<file path="src/rtl/serial_rx_pkg.sv">
package serial_rx_pkg;
  typedef enum logic [2:0] {
    RX_IDLE  = 3'd0,
    RX_START = 3'd1,
    RX_DATA  = 3'd2,
    RX_STOP  = 3'd3,
    RX_HOLD  = 3'd4
  } rx_state_t;
endpackage

</file>
<file path="src/rtl/rst_release.sv">
module rst_release (
  input  logic clk,
  input  logic rst_n,
  output logic rst_sn
);
  logic stage_q;

  always_ff @(posedge clk or negedge rst_n) begin
    if (!rst_n) begin
      stage_q <= 1'b0;
      rst_sn  <= 1'b0;
    end else begin
      stage_q <= 1'b1;
      rst_sn  <= stage_q;
    end
  end
endmodule

</file>
<file path="src/rtl/rx_frame.sv">
module rx_frame
  import serial_rx_pkg::*;
#(
  parameter int OSR   = 16,
  parameter int DBITS = 8
) (
  input  logic             clk,
  input  logic             rst_sn,
  input  logic             os_tick,
  input  logic             rxd,
  output logic             rxd_s,
  output logic             frame_done,
  output logic             stop_ok,
  output logic [DBITS-1:0] frame_byte
);
  localparam int TW = $clog2(OSR);
  localparam int BW = (DBITS > 1) ? $clog2(DBITS) : 1;
  localparam logic [TW-1:0] T_MID  = TW'(OSR/2 - 1);
  localparam logic [TW-1:0] T_LAST = TW'(OSR - 1);
  localparam logic [BW-1:0] B_LAST = BW'(DBITS - 1);

  rx_state_t        st_q, st_n;
  logic [TW-1:0]    tcnt_q, tcnt_n;
  logic [BW-1:0]    bcnt_q, bcnt_n;
  logic [DBITS-1:0] sh_q, sh_n;
  logic             meta_q;

  always_ff @(posedge clk or negedge rst_sn) begin
    if (!rst_sn) begin
      meta_q <= 1'b1;
      rxd_s  <= 1'b1;
    end else begin
      meta_q <= rxd;
      rxd_s  <= meta_q;
    end
  end

  always_comb begin
    st_n       = st_q;
    tcnt_n     = tcnt_q;
    bcnt_n     = bcnt_q;
    sh_n       = sh_q;
    frame_done = 1'b0;
    stop_ok    = rxd_s;
    if (os_tick) begin
      case (st_q)
        RX_IDLE: begin
          if (!rxd_s) begin
            st_n   = RX_START;
            tcnt_n = '0;
          end
        end
        RX_START: begin
          if (tcnt_q == T_MID) begin
            tcnt_n = '0;
            bcnt_n = '0;
            st_n   = rxd_s ? RX_IDLE : RX_DATA;
          end else begin
            tcnt_n = tcnt_q + 1'b1;
          end
        end
        RX_DATA: begin
          if (tcnt_q == T_LAST) begin
            tcnt_n = '0;
            sh_n   = {rxd_s, sh_q[DBITS-1:1]};
            if (bcnt_q == B_LAST) st_n = RX_STOP;
            else                  bcnt_n = bcnt_q + 1'b1;
          end else begin
            tcnt_n = tcnt_q + 1'b1;
          end
        end
        RX_STOP: begin
          if (tcnt_q == T_LAST) begin
            frame_done = 1'b1;
            st_n       = rxd_s ? RX_IDLE : RX_HOLD;
          end else begin
            tcnt_n = tcnt_q + 1'b1;
          end
        end
        RX_HOLD: begin
          if (rxd_s) st_n = RX_IDLE;
        end
        default: st_n = RX_IDLE;
      endcase
    end
  end

  always_ff @(posedge clk or negedge rst_sn) begin
    if (!rst_sn) begin
      st_q   <= RX_IDLE;
      tcnt_q <= '0;
      bcnt_q <= '0;
      sh_q   <= '0;
    end else begin
      st_q   <= st_n;
      tcnt_q <= tcnt_n;
      bcnt_q <= bcnt_n;
      sh_q   <= sh_n;
    end
  end

  assign frame_byte = sh_q;

  // a completion is a single-cycle event
  p_done_single_r1: assert property (@(posedge clk) disable iff (!rst_sn)
    frame_done |=> !frame_done);

  // data sampling begins only after a low mid-start sample
  p_start_confirmed_r2: assert property (@(posedge clk) disable iff (!rst_sn)
    (st_q == RX_START && st_n == RX_DATA) |-> !rxd_s);
endmodule

</file>
<file path="src/rtl/brk_watch.sv">
module brk_watch #(
  parameter int OSR        = 16,
  parameter int BREAK_BITS = 11
) (
  input  logic clk,
  input  logic rst_sn,
  input  logic os_tick,
  input  logic rxd_s,
  output logic brk_hit
);
  localparam int LIMIT = OSR * BREAK_BITS;
  localparam int CW    = $clog2(LIMIT + 1);
  localparam logic [CW-1:0] C_LIM = CW'(LIMIT);

  logic [CW-1:0] low_q, low_n;

  always_comb begin
    low_n   = low_q;
    brk_hit = 1'b0;
    if (os_tick) begin
      if (rxd_s) begin
        low_n = '0;
      end else if (low_q != C_LIM) begin
        low_n   = low_q + 1'b1;
        brk_hit = (low_q == C_LIM - 1'b1);
      end
    end
  end

  always_ff @(posedge clk or negedge rst_sn) begin
    if (!rst_sn) low_q <= '0;
    else         low_q <= low_n;
  end

  // a break can only be reported while the line is low
  p_brk_line_low_r5: assert property (@(posedge clk) disable iff (!rst_sn)
    brk_hit |-> !rxd_s);
endmodule

</file>
<file path="src/rtl/serial_rx_guard.sv">
module serial_rx_guard #(
  parameter int OSR        = 16,
  parameter int DBITS      = 8,
  parameter int BREAK_BITS = 11
) (
  input  logic             clk,
  input  logic             rst_n,
  input  logic             os_tick,
  input  logic             rxd,
  input  logic             rx_flag_clr,
  input  logic             frm_err_clr,
  input  logic             brk_det_clr,
  input  logic             ovr_err_clr,
  input  logic             stat_irq_en,
  input  logic             irq_split,
  input  logic             tx_flag,
  output logic [DBITS-1:0] rx_byte,
  output logic             rx_flag,
  output logic             frm_err,
  output logic             brk_det,
  output logic             ovr_err,
  output logic             irq
);
  logic             rst_sn;
  logic             rxd_s, frame_done, stop_ok, brk_hit;
  logic [DBITS-1:0] frame_byte;
  logic [DBITS-1:0] byte_n;
  logic             rxf_n, fe_n, brk_n, ovr_n, rx_keep;

  rst_release u_rst (.clk(clk), .rst_n(rst_n), .rst_sn(rst_sn));

  rx_frame #(.OSR(OSR), .DBITS(DBITS)) u_frame (
    .clk(clk), .rst_sn(rst_sn), .os_tick(os_tick), .rxd(rxd),
    .rxd_s(rxd_s), .frame_done(frame_done), .stop_ok(stop_ok),
    .frame_byte(frame_byte)
  );

  brk_watch #(.OSR(OSR), .BREAK_BITS(BREAK_BITS)) u_brk (
    .clk(clk), .rst_sn(rst_sn), .os_tick(os_tick), .rxd_s(rxd_s),
    .brk_hit(brk_hit)
  );

  always_comb begin
    rx_keep = rx_flag & ~rx_flag_clr;
    rxf_n   = rx_keep;
    byte_n  = rx_byte;
    ovr_n   = ovr_err & ~ovr_err_clr;
    fe_n    = frm_err & ~frm_err_clr;
    brk_n   = (brk_det & ~brk_det_clr) | brk_hit;
    if (frame_done) begin
      if (!stop_ok) fe_n = 1'b1;
      if (rx_keep) begin
        ovr_n = 1'b1;
      end else begin
        rxf_n  = 1'b1;
        byte_n = frame_byte;
      end
    end
  end

  always_ff @(posedge clk or negedge rst_sn) begin
    if (!rst_sn) begin
      rx_byte <= '0;
      rx_flag <= 1'b0;
      frm_err <= 1'b0;
      brk_det <= 1'b0;
      ovr_err <= 1'b0;
    end else begin
      rx_byte <= byte_n;
      rx_flag <= rxf_n;
      frm_err <= fe_n;
      brk_det <= brk_n;
      ovr_err <= ovr_n;
    end
  end

  assign irq = rx_flag | (~irq_split & tx_flag)
             | (stat_irq_en & (frm_err | brk_det | ovr_err));

  // the receive flag only drops after a clear strobe
  p_rxflag_hold_r3: assert property (@(posedge clk) disable iff (!rst_sn)
    $fell(rx_flag) |-> $past(rx_flag_clr));
  // framing flag is sticky
  p_fe_sticky_r4: assert property (@(posedge clk) disable iff (!rst_sn)
    $fell(frm_err) |-> $past(frm_err_clr));
  // break flag is sticky
  p_brk_sticky_r5: assert property (@(posedge clk) disable iff (!rst_sn)
    $fell(brk_det) |-> $past(brk_det_clr));
  // an overrun never replaces the unread byte
  p_ovr_keeps_byte_r6: assert property (@(posedge clk) disable iff (!rst_sn)
    $rose(ovr_err) |-> $stable(rx_byte));
  // with no flag source active the request is low
  p_irq_quiet_r7: assert property (@(posedge clk) disable iff (!rst_sn)
    (!rx_flag && (irq_split || !tx_flag) && !stat_irq_en) |-> !irq);
endmodule

</file>
<file path="config.mk">
export PLATFORM = sky130hd
export DESIGN_NAME = serial_rx_guard
export DESIGN_NICKNAME = d
export VERILOG_FILES = /design/src/rtl/serial_rx_pkg.sv /design/src/rtl/rst_release.sv /design/src/rtl/rx_frame.sv /design/src/rtl/brk_watch.sv /design/src/rtl/serial_rx_guard.sv
export SDC_FILE = /design/constraint.sdc
export NUM_CORES = 1
export LEC_CHECK = 0
export ABC_AREA = 0
export BUFFER_PORTS_ARGS = -buffer_cell sky130_fd_sc_hd__buf_2
export CORE_UTILIZATION = 46
export DETAILED_ROUTE_END_ITERATION = 8
export PLACE_DENSITY = 0.68
export SLEW_MARGIN = 20
export SYNTH_ARGS = -nofsm -noshare
export SYNTH_HDL_FRONTEND = slang
export SYNTH_SLANG_ARGS = --single-unit
</file>
<file path="constraint.sdc">
create_clock -name clk -period 1.2 [get_ports clk]
set_input_delay 0.24 -clock clk [delete_from_list [all_inputs] [get_ports clk]]
set_output_delay 0.24 -clock clk [all_outputs]
set_load 0.05 [all_outputs]
</file>
======== Yosys cells after proc, flatten, opt, wreduce, memory -nomap -nowiden ========
Cells that the tools add are included.
cells by class
  add/subtract/negate cells ............... 3
  eq/ne operators ......................... 17
  multiplexer cells ....................... 31
  bitwise operators ....................... 17
  reductions and logical operators ........ 10
operators by type and width
  operator                                       count
  two-way mux 3 bit                              10
  two-way mux 4 bit                              4
  two-way mux 8 bit                              2
  one-hot mux 4 bit (4 select lines)             1
  one-hot mux 3 bit (5 select lines)             1
  two-way mux 1 bit                              11
  != test 2 x 1 -> 1 bit, second input constant  5
  adder 8 x 1 -> 8 bit, second input constant    1
  == test 8 bit, second input constant           1
  != test 8 bit, second input constant           1
  AND reduction 7 bit                            1
  bitwise AND 1 bit                              6
  == test 3 x 2 -> 1 bit, second input constant  2
  == test 3 bit, second input constant           2
  != test 2 bit, second input constant           3
  NOT 1 bit                                      6
  one-hot mux 3 bit (2 select lines)             1
  OR 1 bit                                       5
  AND reduction 5 bit                            1
  adder 4 x 1 -> 4 bit, second input constant    1
  == test 4 x 3 -> 1 bit, second input constant  1
  == test 4 bit, second input constant           1
  AND reduction 2 bit                            2
  AND reduction 4 bit                            1
  other kinds (7)                                8
word-level totals
  register bits after elaboration ......... 42
  input bits .............................. 11
  output and inout bits ................... 13
  word-level logic and storage cells ...... 92

======== Longest topological paths before layout ========
  depth after elaboration ................. 5
  depth in mapped cells ................... 6
  gate-level depth less buffers ........... 6

======== Cells and area by module ========
A second synthesis with hierarchy kept.
second synthesis, totals
  cell total of the unflattened synthesis .. 178
  area, all modules ....................... 2085.8 um^2
modules (own cells, without submodules)
  module           times used  cells each  area each (um^2)  sequential area each (um^2)
  rx_frame         1           86          1022.2            503.0
  brk_watch        1           55          505.5             200.2
  serial_rx_guard  1           34          504.2             300.3
  rst_release      1           3           53.8              50.0

======== Least setup slack after synthesis ========
No wires, ideal clock.
  path type ............................... reg2reg
  from .................................... register u_frame.tcnt_q[0]
  to ...................................... register rx_byte[0]
  setup time .............................. 0.125 ns
  arrival time ............................ 1.642 ns
  data required time ...................... 1.075 ns
  setup slack ............................. -0.567 ns
  cell stages (with the launch flop) ...... 7
  period minus slack after synthesis ...... 1.767 ns
  path through ............................ dfrtp_1 > ha_1 > and4_1 > nand4b_1 > nor2b_1 > buf_4 > mux2_2
on the way
  longest elaborated chain between the ends .. 5
RTL lines
  element                               line                   text
  start: declaration                    rx_frame.sv:23         logic [TW-1:0] tcnt_q, tcnt_n;
  start signal: assignment              rx_frame.sv:96         tcnt_q <= tcnt_n;
  == test 4 bit                         rx_frame.sv:73         if (tcnt_q == T_LAST) begin
  two-way mux 1 bit                     rx_frame.sv:73
  two-way mux 1 bit                     rx_frame.sv:46         case (st_q)
  two-way mux 1 bit                     rx_frame.sv:45         if (os_tick) begin
  AND reduction 2 bit (no source line)  n/a
  end signal: assignment                serial_rx_guard.sv:69  rx_byte <= byte_n;
  end: declaration                      serial_rx_guard.sv:17  output logic [DBITS-1:0] rx_byte,
No other way between the ends.
A chain may end at the register's enable or synchronous reset.

======== Worst setup path after layout ========
  from .................................... register u_frame.tcnt_q[1]
  to ...................................... register rx_byte[6]
Same word-level chain as after synthesis.

==> results.txt <==
Status: finished, violations left
Violated checks: negative setup slack
Syn-to-layout area delta: 57.5%
CTS Buf Count: 5
TNS Setup: -14.56 ns
GP Congestion: 0.858
Nets: 282
Max_cap viols: 0
Core Region: 4060 µm²
VDD IR max: 1.09 mV
Row count: 23
CTS tree: done
H-tree levels: 2
Cell taking the most area after synthesis: dfrtp_1
Initial antenna violation count: 0
Clk_skew: 0.00932 ns
# diodes: 0
Area after DPL: 2510 µm²
Post-route cell area: 3100 µm²
# setup viols final: 39
Period utilization: 147%
Post-synthesis instance total: 180
Crit path capture type: flip-flop
Critical path fanouts, max: 8
Gr usage total: 24.2%
Clock slew at reported path FFs: 0.09 ns
Clk buf depth: 2
Port Buffers: 23
Largest net degree at the start of global routing: 22
Post-DP HPWL: 3310 µm
Io pins: 24
Seq/Total Area, Yosys: 53.5%
Setup CP Type: flip-flop to flip-flop
EDFF count, synth: 0
Synth async-reset ratio: 100%
Drt total wl: 5420 µm
Vias: 1716
Tmin final: 1.77 ns
Clock sink total: 42
Initial DRC Count: 62
Critical Path Start Type: flip-flop
Die Ht: 67.4 µm
Max-slew violation count: 0
Synthesized area per cell: 10.9 µm²
RSZ-0062 raised after global routing: true
Main flop type after synthesis: dfrtp_1
Post-Syn Area: 1970 µm²
First-pass GRT wire length: 7910 µm
Vias per cell: 5.41
Top cell type's share of synthesized area: 50.8%
Die area: 4550 µm²
LEAKAGE: 0.00148 µW
Max Freq: 0.566 GHz
CP arrival: 1.95 ns
WP data required: 1.39 ns
Root Driver: clkbuf_8
Worst Hold Class: primary input to flip-flop
FILL cells: 251
Final worst slack: -0.567 ns
TritonRoute pass-1 iters: 4
#FFs+latches synth: 42
Final Hold Fails: 0
Yosys warns: 0
Antenna Nets Post-Route: 0
Layout cells sized above 1: 57.7%
Initial core utilization: 48.5%
Vias in the first global route: 1721
Clk_lat worst skew: 0.30 ns
GR Overflow Total: 0
Die width: 67.4 µm
Power per cell area: 1520 nW/µm²
Largest cells by area after synthesis: dfrtp_1 (51%), mux2_2 (9.7%), o21ai_0 (3.3%)
Power, Total: 4720 µW
Mapped Nets: 196
Synth cell types: 39
DRC viols: 0
Avg WL per Cell: 17.1 µm
-- layer usage --
metal / GRT usage [%] / vias to the layer above / share of wire [%]
met2: 43.8 / 35 / 55
li1: - / 804 / -
met1: 26.7 / 866 / 40
met4: 8.51 / 0 / 2.1
met5: 0 / - / 0
met3: 7.09 / 11 / 2.8
-- power by group --
group / internal [µW] / leakage (µW) / switching [µW] / total (µW)
registers: 1580 / 0.000555 / 181 / 1760
logic: 1010 / 0.000866 / 817 / 1820
clock network: 624 / 0.0000585 / 520 / 1140
-- registers in the layout, indices dropped and copies added (netlist names), 3 cells and up --
register	count
rx_byte	8
u_brk.low_q	8
u_frame.frame_byte	8
u_frame.tcnt_q	4
u_frame.bcnt_q	3
u_frame.st_q	3
-- cells in the final DEF, fill, tap and decap left out, types with 3 or more instances in the layout --
cell      Yosys  layout
a21oi_1       8       4
inv_1        13      13
mux2i_1       4       4
mux2_4        0       9
o21ai_1       0       8
buf_4         1      45
buf_8         0       4
dfrtp_1      40      35
nand2b_1      4       4
nor2_1        8       8
a21oi_2       0       4
dfrtp_2       0       5
nand2_1      14      12
mux2_2       17       8
buf_6         0      19
ha_4          0       3
nor3_1        5       4
nand3_1       7       3
buf_2         4      15
clkbuf_4      0       3
clkbuf_8      0       5
-- layout make-up --
class | count | area (µm²) | share of cell area (%)
Timing Repair Buffer | 87 | 719 | 23.2
Clock inverter | 3 | 43.8 | 1.41
Tap cell | 50 | 62.6 | 2.02
Multi-Input combinational cell | 117 | 1100 | 35.4
Clock buffer | 5 | 68.8 | 2.22
Inverter | 13 | 48.8 | 1.57
Sequential cell | 42 | 1060 | 34.2
-- critical path, stage by stage, from the launching register on --
cell and delay [ns]:
dfrtp_1 0.43, ha_4 0.16, and4_4 0.23, nand4b_1 0.14, nor2b_1 0.19, buf_6 0.19, mux2_4 0.32
-- timing repair --
| item | 4_1_cts | 5_1_grt |
|---|---|---|
| hold buffers | 1 | 0 |
| pin swaps | 15 | 9 |
| setup endpoints to repair | 39 | 45 |
| buffers inserted | 8 | 11 |
| gates resized for setup | 49 | 35 |
| hold endpoints to repair | 2 | 0 |
-- cell usage after synthesis (all sizes together), types with 2 or more instances --
| cell | count |
|---|---|
| dfrtp | 40 |
| mux2 | 17 |
| nand2 | 14 |
| inv | 13 |
| o21ai | 13 |
| a21oi | 8 |
| nor2 | 8 |
| nand3 | 7 |
| nor3 | 6 |
| buf | 5 |
| ha | 5 |
| and3 | 4 |
| mux2i | 4 |
| nand2b | 4 |
| clkbuf | 3 |
| o22ai | 3 |
| xor2 | 3 |
| a311oi | 2 |
| and4 | 2 |
| dfstp | 2 |
| o31ai | 2 |
| o41ai | 2 |
-- kinds of logic (layout without fill, tap and decap cells) --
kind of cell	after synthesis	in the layout	share of synthesized area, %
xor gates and xnor gates	4	4	1.78
other	1	1	0.190
muxes	21	21	11.8
and+or+nand+nor	51	51	13.7
adders and majority gates	5	5	3.18
AOI/OAI and AO/OA	35	35	11.4
DFF	42	42	53.5
buffers and inverters	21	108	4.51
-- final timing paths --
| path | from | endpoint | slack, ns | cells past startpoint |
|---|---|---|---|---|
| setup / recovery | u_frame.tcnt_q[1]$_DFFE_PN0P_ | rx_byte[6]$_DFFE_PN0P_ | -0.57 | 6 |
| hold / removal | rxd | u_frame.meta_q$_DFF_PN1_ | 0.04 | 1 |
| setup reg to reg | u_frame.tcnt_q[1]$_DFFE_PN0P_ | rx_byte[6]$_DFFE_PN0P_ | -0.57 | 6 |
| hold reg to reg | u_rst.rst_sn$_DFF_PN0_ | u_frame.frame_byte[7]$_DFFE_PN0P_ | 0.24 | 1 |
| max in group asynchronous | u_rst.rst_sn$_DFF_PN0_ | u_frame.meta_q$_DFF_PN1_ | 0.67 | 1 |
| min in group asynchronous | u_rst.rst_sn$_DFF_PN0_ | u_frame.frame_byte[7]$_DFFE_PN0P_ | 0.24 | 1 |
-- per-stage QoR --
step	utilization (%)	setup WS [ns]	hold slack, ns	std cells
2_1_floorplan	-	-0.482	-0.0556	180
3_3_place_gp	61.9	-0.424	0.0243	290
3_5_place_dp	61.9	-0.485	0.0278	290
4_1_cts	71.0	-0.483	0.0361	307
5_1_grt	76.4	-0.612	0.0259	317
6_report	76.4	-0.567	0.0355	317
Power figures use the tool's default switching activity.
